==> config.mk <==
export PLATFORM = sky130hd
export DESIGN_NAME = stat_notify_irq
export DESIGN_NICKNAME = d
export VERILOG_FILES = /design/src/rtl/snm_pkg.sv /design/src/rtl/snm_ctrl.sv /design/src/rtl/snm_datapath.sv /design/src/rtl/stat_notify_irq.sv
export SDC_FILE = /design/constraint.sdc
export NUM_CORES = 1
export LEC_CHECK = 0
export ABC_AREA = 1
export BUFFER_PORTS_ARGS = -buffer_cell sky130_fd_sc_hd__clkbuf_2
export CELL_PAD_IN_SITES_DETAIL_PLACEMENT = 1
export CELL_PAD_IN_SITES_GLOBAL_PLACEMENT = 1
export CORE_MARGIN = 4
export CORE_UTILIZATION = 40
export DETAILED_ROUTE_END_ITERATION = 10
export PLACE_DENSITY = 0.78
export SYNTH_ARGS = -nofsm -noshare
export SYNTH_HDL_FRONTEND = slang
export SYNTH_SLANG_ARGS = --single-unit
export TNS_END_PERCENT = 5
==> constraint.sdc <==
create_clock -name clk -period 1.5 [get_ports clk]
set_input_delay 0.3 -clock clk [delete_from_list [all_inputs] [get_ports clk]]
set_output_delay 0.3 -clock clk [all_outputs]
set_load 0.01 [all_outputs]
==> src/rtl/snm_pkg.sv <==
package snm_pkg;
  typedef enum logic [1:0] {
    SEL_STAT   = 2'd0,
    SEL_NOTIFY = 2'd1,
    SEL_MASK   = 2'd2,
    SEL_NONE   = 2'd3
  } regSel_e;

  typedef struct packed {
    logic    wrNotify;
    logic    wrMask;
    regSel_e rdSel;
  } regStrobe_t;
endpackage

==> src/rtl/snm_ctrl.sv <==
module snm_ctrl
  import snm_pkg::*;
#(
  parameter int IDX_W  = 1,
  parameter int ADDR_W = IDX_W + 2
) (
  input  logic              clk,
  input  logic              rstN,
  input  logic              regWrEn,
  input  logic [ADDR_W-1:0] regAddr,
  output regStrobe_t        strobe,
  output logic [IDX_W-1:0]  idx
);
  regSel_e sel;

  assign sel = regSel_e'(regAddr[ADDR_W-1 -: 2]);
  assign idx = regAddr[IDX_W-1:0];

  always_comb begin
    strobe.rdSel    = sel;
    strobe.wrNotify = regWrEn && (sel == SEL_NOTIFY);
    strobe.wrMask   = regWrEn && (sel == SEL_MASK);
  end


  status_write_ignored_chk: assert property (@(posedge clk) disable iff (!rstN)
    (regWrEn && regAddr[ADDR_W-1 -: 2] == 2'd0) |-> !(strobe.wrNotify || strobe.wrMask));
endmodule

==> src/rtl/snm_datapath.sv <==
module snm_datapath
  import snm_pkg::*;
#(
  parameter int STATUS_W = 16,
  parameter int REG_W    = 8,
  parameter int NUM_REGS = STATUS_W / REG_W,
  parameter int IDX_W    = 1
) (
  input  logic                clk,
  input  logic                rstN,
  input  logic [STATUS_W-1:0] statusIn,
  input  regStrobe_t          strobe,
  input  logic [IDX_W-1:0]    idx,
  input  logic [REG_W-1:0]    wrData,
  output logic [REG_W-1:0]    rdData,
  output logic                irqN
);
  logic [STATUS_W-1:0] sync1, syncStat, prevStat;
  logic [STATUS_W-1:0] notify, mask, clrVec, tog;
  logic [NUM_REGS-1:0] maskHit;

  // two-flop resynchroniser plus edge reference
  always_ff @(posedge clk or negedge rstN) begin
    if (!rstN) begin
      sync1    <= '0;
      syncStat <= '0;
      prevStat <= '0;
    end else begin
      sync1    <= statusIn;
      syncStat <= sync1;
      prevStat <= syncStat;
    end
  end

  assign tog = syncStat ^ prevStat;

  // per-byte write decode and mask storage
  for (genvar g = 0; g < NUM_REGS; g++) begin : gByte
    logic hit;
    assign hit = (idx == IDX_W'(g));
    assign clrVec[g*REG_W +: REG_W] = (strobe.wrNotify && hit) ? wrData : '0;
    assign maskHit[g] = strobe.wrMask && hit;

    always_ff @(posedge clk or negedge rstN) begin
      if (!rstN)           mask[g*REG_W +: REG_W] <= '1;
      else if (maskHit[g]) mask[g*REG_W +: REG_W] <= wrData;
    end
  end

  // sticky notify: a set from a toggle wins over a clear
  always_ff @(posedge clk or negedge rstN) begin
    if (!rstN) notify <= '0;
    else       notify <= (notify & ~clrVec) | tog;
  end

  assign irqN = ~|(notify & mask);

  always_comb begin
    rdData = '0;
    if (32'(idx) < NUM_REGS) begin
      case (strobe.rdSel)
        SEL_STAT:   rdData = syncStat[idx*REG_W +: REG_W];
        SEL_NOTIFY: rdData = notify[idx*REG_W +: REG_W];
        SEL_MASK:   rdData = mask[idx*REG_W +: REG_W];
        default:    rdData = '0;
      endcase
    end
  end


  notify_sticky_chk: assert property (@(posedge clk) disable iff (!rstN)
    (($past(notify) & ~$past(clrVec) & ~notify) == '0));


  toggle_sets_chk: assert property (@(posedge clk) disable iff (!rstN)
    (($past(tog) & ~notify) == '0));


  notify_cause_chk: assert property (@(posedge clk) disable iff (!rstN)
    ((notify & ~$past(notify) & ~$past(tog)) == '0));


  mask_hold_chk: assert property (@(posedge clk) disable iff (!rstN)
    !$past(strobe.wrMask) |-> $stable(mask));


  irq_source_chk: assert property (@(posedge clk) disable iff (!rstN)
    !irqN |-> (|notify));
endmodule

==> src/rtl/stat_notify_irq.sv <==
module stat_notify_irq
  import snm_pkg::*;
#(
  parameter int STATUS_W = 16,
  parameter int REG_W    = 8,
  localparam int NUM_REGS = STATUS_W / REG_W,
  localparam int IDX_W    = (NUM_REGS > 1) ? $clog2(NUM_REGS) : 1,
  localparam int ADDR_W   = IDX_W + 2
) (
  input  logic                clk,
  input  logic                rstN,
  input  logic [STATUS_W-1:0] statusIn,
  input  logic                regWrEn,
  input  logic [ADDR_W-1:0]   regAddr,
  input  logic [REG_W-1:0]    regWrData,
  output logic [REG_W-1:0]    regRdData,
  output logic                irqN
);
  regStrobe_t       strobe;
  logic [IDX_W-1:0] idx;

  snm_ctrl #(.IDX_W(IDX_W), .ADDR_W(ADDR_W)) ctrl_i (
    .clk(clk), .rstN(rstN), .regWrEn(regWrEn), .regAddr(regAddr),
    .strobe(strobe), .idx(idx)
  );

  snm_datapath #(.STATUS_W(STATUS_W), .REG_W(REG_W), .NUM_REGS(NUM_REGS), .IDX_W(IDX_W)) dp_i (
    .clk(clk), .rstN(rstN), .statusIn(statusIn), .strobe(strobe), .idx(idx),
    .wrData(regWrData), .rdData(regRdData), .irqN(irqN)
  );
endmodule

==> results of run 1 <==
## metal layers
metal  part of all wire [%]  GRT usage, %  wire, um  up-vias
met5                      0             0         0        -
met4                    1.6          5.86       126        0
met3                    3.6          3.73       284       11
met2                     48          29.2      3860       46
met1                     46          24.1      3690     1220
li1                       -             -         -     1161
## state kept, by name (all words and copies together) (netlist names)
name and cells:
dp_i.mask 16, dp_i.notify 16, dp_i.prevStat 16, dp_i.sync1 16, dp_i.syncStat 16
## layout make-up
class,instances,area (um^2),share of cell area (%)
Tap cell,102,128,3.25
Sequential cell,80,2020,51.6
Clock buffer,11,131,3.35
Timing Repair Buffer,58,420,10.7
Inverter,14,57.6,1.47
Timing Repair inverter,1,5.00,0.128
Multi-Input combinational cell,228,1100,28.0
Clock inverter,5,57.6,1.47
## kinds of logic (layout without fill, tap and decap cells)
logic type	Yosys count	after routing	share of synthesized area, %
compound gates	48	48	7.53
buf+inv	25	89	3.84
flops	80	80	63.4
simple gates	161	161	19.7
fa+ha+maj	3	3	1.18
xor+xnor	16	16	4.39
## power by group through the flow
stage | Combinational, W | Clock, W | Sequential, W
CTS | 0.000685 | 0.00157 | 0.00249
floorplan | 0.000390 | 0 | 0.00249
global placement | 0.000616 | 0 | 0.00252
global route | 0.000788 | 0.00168 | 0.00251
finish | 0.000692 | 0.00152 | 0.00249
detailed placement | 0.000643 | 0 | 0.00253
## Yosys cell counts
master | count | area [um^2]
ha_1 | 3 | 37.5
clkinv_1 | 1 | 3.75
xnor2_1 | 16 | 140
a21oi_1 | 16 | 80.1
o21ai_0 | 16 | 80.1
nand3_1 | 3 | 15.0
inv_1 | 12 | 45.0
inv_2 | 1 | 3.75
buf_4 | 6 | 45.0
o21ai_1 | 16 | 80.1
buf_2 | 5 | 25.0
nor2_1 | 14 | 52.6
dfstp_2 | 16 | 420
nand2_1 | 141 | 529
dfrtp_1 | 64 | 1600
nand3_2 | 3 | 30.0
## worst paths after layout
kind	startpoint	endpoint	slack, ps	cells past startpoint
max in group asynchronous	rstN	dp_i.mask[15]	450	3
min in group asynchronous	rstN	dp_i.notify[2]	410	2
setup reg to reg	dp_i.mask[3]	dp_i.mask[3]	630	3
hold reg to reg	dp_i.sync1[14]	dp_i.syncStat[14]	350	0
hold / removal	statusIn[7]	dp_i.sync1[7]	50	1
setup / recovery	dp_i.mask[4]	regRdData[4]	-210	7
## worst max-delay path: stages (launching register included)
cell	delay, ps
dfstp_2	560
nand2_2	60
nand2_1	60
nand2_1	40
nand2_1	50
nand2_1	60
nor2_2	100
buf_2	140
## timing repair
item / in CTS / in global routing
endpoints found under the setup margin: 9 / 9
hold buffers: 1 / 0
hold endpoints to repair: 13 / 0
gates cloned: 1 / 0
pin swaps: 1 / 4
resized for setup: 6 / 13
setup buffers: 2 / 2
## metrics by stage
stage	hold slack [ps]	setup WS, ps	utilization (%)	power (W)
after floorplan	4.41	3.23	-	0.00288
after global placement	238	-245	47.2	0.00313
after detailed placement	242	-293	47.2	0.00317
after CTS	38.3	-230	50.3	0.00474
after global routing	31.7	-331	50.7	0.00497
final	52.1	-212	50.7	0.00470
==> results.cfg, run 1 <==
[power_and_ir_drop]
p_seq_share_pct = 52.9
ir_worst_vdd_mv = 0.531
p_comb_share_pct = 14.7
p_leak_nw = 1.83
p_int_w = 0.00344
p_per_area_nw_per_um2 = 1200
swShare_pct = 26.9
p_clk_share_pct = 32.3
p_switching_w = 0.00126

[critical_path]
crit_path_end_kind = output port
crit_type = reg2out
crit_required_ps = 1200
start_kind = flop
cp.arrival_ps = 1410
worstPathMaxFanout = 3

[floorplan]
start_util_pct = 41.3
fp.dieH_um = 97.3
die_w_um = 97.3
rows = 32
ioPinCount = 39
die_area_um2 = 9470
coreArea_um2 = 7730

[route]
drt-pass1-iter-count = 4
drc_errors = 0
drt-total-wl_um = 7960
wl_per_cell_um = 15.9
antenna_left = 0
post_drt_via_cell_ratio = 4.89
vias = 2438
drt_iter0_markers = 102

[final_layout]
fin_nets = 425
stdcell_count = 499
fin_area_um2 = 3920
n_antenna_cell = 0
layout_commonest_cell = nand2_1
layout_common_cells = nand2_1, dfrtp_1, clkbuf_2
fillCellCount = 914
drive_above_1_share_pct = 26.7
area_delta_synth_final_pct = 23.0

[timing]
grt_setup_unrepaired = true
worst_slack_ps = -212
hold_viol = 0
fin_setup_tns_ps = -1730
min_period_ps = 1710
timing.fmax_mhz = 584
worst_slew_pin_slew_ps = 375
slew_viol_final = 0
min_period_over_period_pct = 114
slew_headroom_pct = 75.0
fin_worst_skew_ps = 8.82
setup_viol_count_final = 9

[logic_synthesis]
yosysSeqAreaShare_pct = 63.4
syn_inst = 333
ys_ff_latch = 80
syn_nets = 366
synth.distinct_cells = 16
yosys_warnings = 0
synthesis.area_um2 = 3190
avgSynthCellArea_um2 = 9.58

[outcome]
outcome = finished with violations
violations = setup timing

[grt]
grt_max_degree = 26
grt_overflow = 0
track_usage_pct = 18.0
grt_pass1_wl_um = 13300
first_global_vias = 2651
antenna_found_initial = 0

[cts]
cts-buffers-inserted = 9
clock_latency_ps = 350
htreeDepth = 3
cts-root-buf = clkbuf_8
clkSinkCount = 80
cts_buffer_depth = 2
cts_tree = done
path_clk_slew_ps = 80

[place]
placed_area_um2 = 3650
post-dp-hpwl_um = 5540
gp_congestion = 0.799
dp.cells = 477
port_buffers = 38

[worst_hold_path]
hold_path.class = in2reg

[run]
drv_cap = 0
Note: power is estimated with default switching activity, not from simulation.
==> run 2, diff against run 1 <==
--- a/config.mk
+++ b/config.mk
@@ -12,7 +12,8 @@
 export CORE_MARGIN = 4
 export CORE_UTILIZATION = 40
 export DETAILED_ROUTE_END_ITERATION = 10
-export PLACE_DENSITY = 0.78
+export GPL_ROUTABILITY_DRIVEN = 0
+export PLACE_DENSITY_LB_ADDON = 0.1
 export SYNTH_ARGS = -nofsm -noshare
 export SYNTH_HDL_FRONTEND = slang
 export SYNTH_SLANG_ARGS = --single-unit
==> run 2 against run 1 <==
Compared with the run above:
- the flow still finishes with violations (setup timing)
- sequential power about the same
- critical path depth grew 3
- final cell count rose by 0.80%
- hold slack got worse by 6.7 ps
- largest cell class unchanged
- register-to-register slack about the same
- global-route usage is essentially flat
- sequential share of layout area down 0.59 points
- die area stayed put
- power decreased by 0.46%
==> results.cfg, run 2 (synthesis gave the netlist of run 1 again) <==
[critical_path]
crit_type = in2out
critPathMaxStageDelay_ps = 170
cp.arrival_ps = 1400
crit_chain = clkbuf_2 > buf_4 > ha_4 > buf_12 > buf_4 > nand2_1 > nand2_1 > a21oi_1 > nor2_1 > buf_2
cp_num_buf_inv = 5
cpLargestDelayFamily = buffers and inverters
start_kind = input port
crit_required_ps = 1200
worst_path_max_delay_cell = ha_4
crit_path_end_kind = output port
worstPathMaxFanout = 9

[timing]
setup_viol_count_final = 9
slew_headroom_pct = 75.7
slew_viol_final = 0
min_period_ps = 1700
min_period_over_period_pct = 113
grt_setup_unrepaired = true
fin_worst_skew_ps = 9.42
holdWs_ps = 45.5
worst_slew_pin_slew_ps = 364
timing.fmax_mhz = 589
hold_viol = 0
worst_slack_ps = -199

[power_and_ir_drop]
total_power_w = 0.00468
p_switching_w = 0.00135
p_seq_share_pct = 53.1
swShare_pct = 28.8
p_int_w = 0.00333
p_clk_share_pct = 32.2
p_comb_share_pct = 14.7
p_per_area_nw_per_um2 = 1180
ir_worst_vdd_mv = 0.647
p_leak_nw = 1.86

[final_layout]
fin_nets = 429
area_delta_synth_final_pct = 24.4
seq_area_um2 = 2020
fin_area_um2 = 3970
fillCellCount = 887
stdcell_count = 503
drive_above_1_share_pct = 27.4
multi_input_area_um2 = 1090
layout_common_cells = nand2_1, dfrtp_1, clkbuf_2
n_antenna_cell = 0
layout_commonest_cell = nand2_1

[floorplan]
start_util_pct = 41.3
rows = 32
coreArea_um2 = 7730
die_area_um2 = 9470
ioPinCount = 39
die_w_um = 97.3
fp.dieH_um = 97.3

[cts]
cts-root-buf = clkbuf_8
clock_latency_ps = 350
cts_buffer_depth = 2
path_clk_slew_ps = 90
htreeDepth = 3
cts-buffers-inserted = 9
cts_tree = done
clkSinkCount = 80

[route]
met1_length_um = 3730
vias = 2431
wl_per_cell_um = 16.1
post_drt_via_cell_ratio = 4.83
dr_wl_met3_um = 298
antenna_left = 0
top_layer = met4
routed-wl-met2_um = 3940
drt-pass1-iter-count = 4
drt-total-wl_um = 8080
drc_errors = 0
drt_iter0_markers = 58

[grt]
grt_overflow = 0
first_global_vias = 2640
grt_pass1_wl_um = 13500
antenna_found_initial = 0
track_usage_pct = 18.0
grt_max_degree = 25

[place]
placed_area_um2 = 3680
port_buffers = 38
post-dp-hpwl_um = 5570
dp.cells = 482

[run]
drv_cap = 0

[outcome]
outcome = finished with violations
violations = setup timing

[worst_hold_path]
hold_path.class = in2reg
[run 2: cell count changes in the layout (fill, tap and decap cells not counted), sizes merged]
cell / before / now
buf: 29 / 31
bufinv: 1 / 0
clkbuf: 39 / 40
clkinv: 3 / 4
clkinvlp: 3 / 2
inv: 13 / 15
[run 2: path summary, 6_finish.rpt]
| kind | from | end | slack, ps | cells past startpoint |
|---|---|---|---|---|
| min in group asynchronous | rstN | dp_i.sync1[6] | 390 | 2 |
| max in group asynchronous | rstN | dp_i.mask[12] | 550 | 3 |
| worst max-delay path | regAddr[1] | regRdData[2] | -200 | 10 |
| worst max register to register | dp_i.mask[0] | dp_i.mask[0] | 640 | 3 |
| worst min-delay path | statusIn[9] | dp_i.sync1[9] | 50 | 1 |
| worst min register to register | dp_i.sync1[10] | dp_i.syncStat[10] | 340 | 0 |
[run 2: area by class of cell]
type,instances,area share (%)
clock buffer,10,3.47
clock inverter,6,1.26
inverter,14,1.45
multi-input combinational,228,27.6
sequential,80,51.0
tap,102,3.22
timing repair buffer,62,11.9
timing repair inverter,1,0.126
[run 2: power by group through the flow]
stage               sequential [W]  combinational, W  clock (W)
floorplan                  0.00249          0.000390          0
global placement           0.00252          0.000631          0
detailed placement         0.00253          0.000650          0
CTS                        0.00248          0.000689    0.00156
global route               0.00251          0.000785    0.00165
finish                     0.00248          0.000690    0.00150
[run 2: worst register-to-register path, delay by kind of cell, from the launching register on]
family,cells,cell delay (ps)
buffers and inverters,1,100
DFF,1,540
and+or+nand+nor,1,50
AOI/OAI and AO/OA,1,100
[run 2: what timing repair did]
action                                 in CTS  in global routing
setup buffers                               1                  1
setup endpoints to repair                   9                  9
endpoints found under the hold margin      20                  0
cloned                                      1                  1
pin swaps                                   4                  1
hold buffers                                1                  0
gates resized for setup                     7                 10
[run 2: stage by stage]
step                      setup WS, ps  utilization [%]  TNS, ps
after CTS                         -223             50.7    -1820
final                             -199             51.3    -1550
after detailed placement          -277             47.7    -2530
after global placement            -263             47.7    -1980
after global routing              -303             51.3    -2460
after floorplan                   3.23                -        0
[run 2: routing by layer]
metal / global-route usage [%] / vias up
met1: 24.4 / 1213
met3: 3.88 / 11
met2: 29.4 / 42
li1: - / 1165
met4: 5.01 / 0
met5: 0 / -
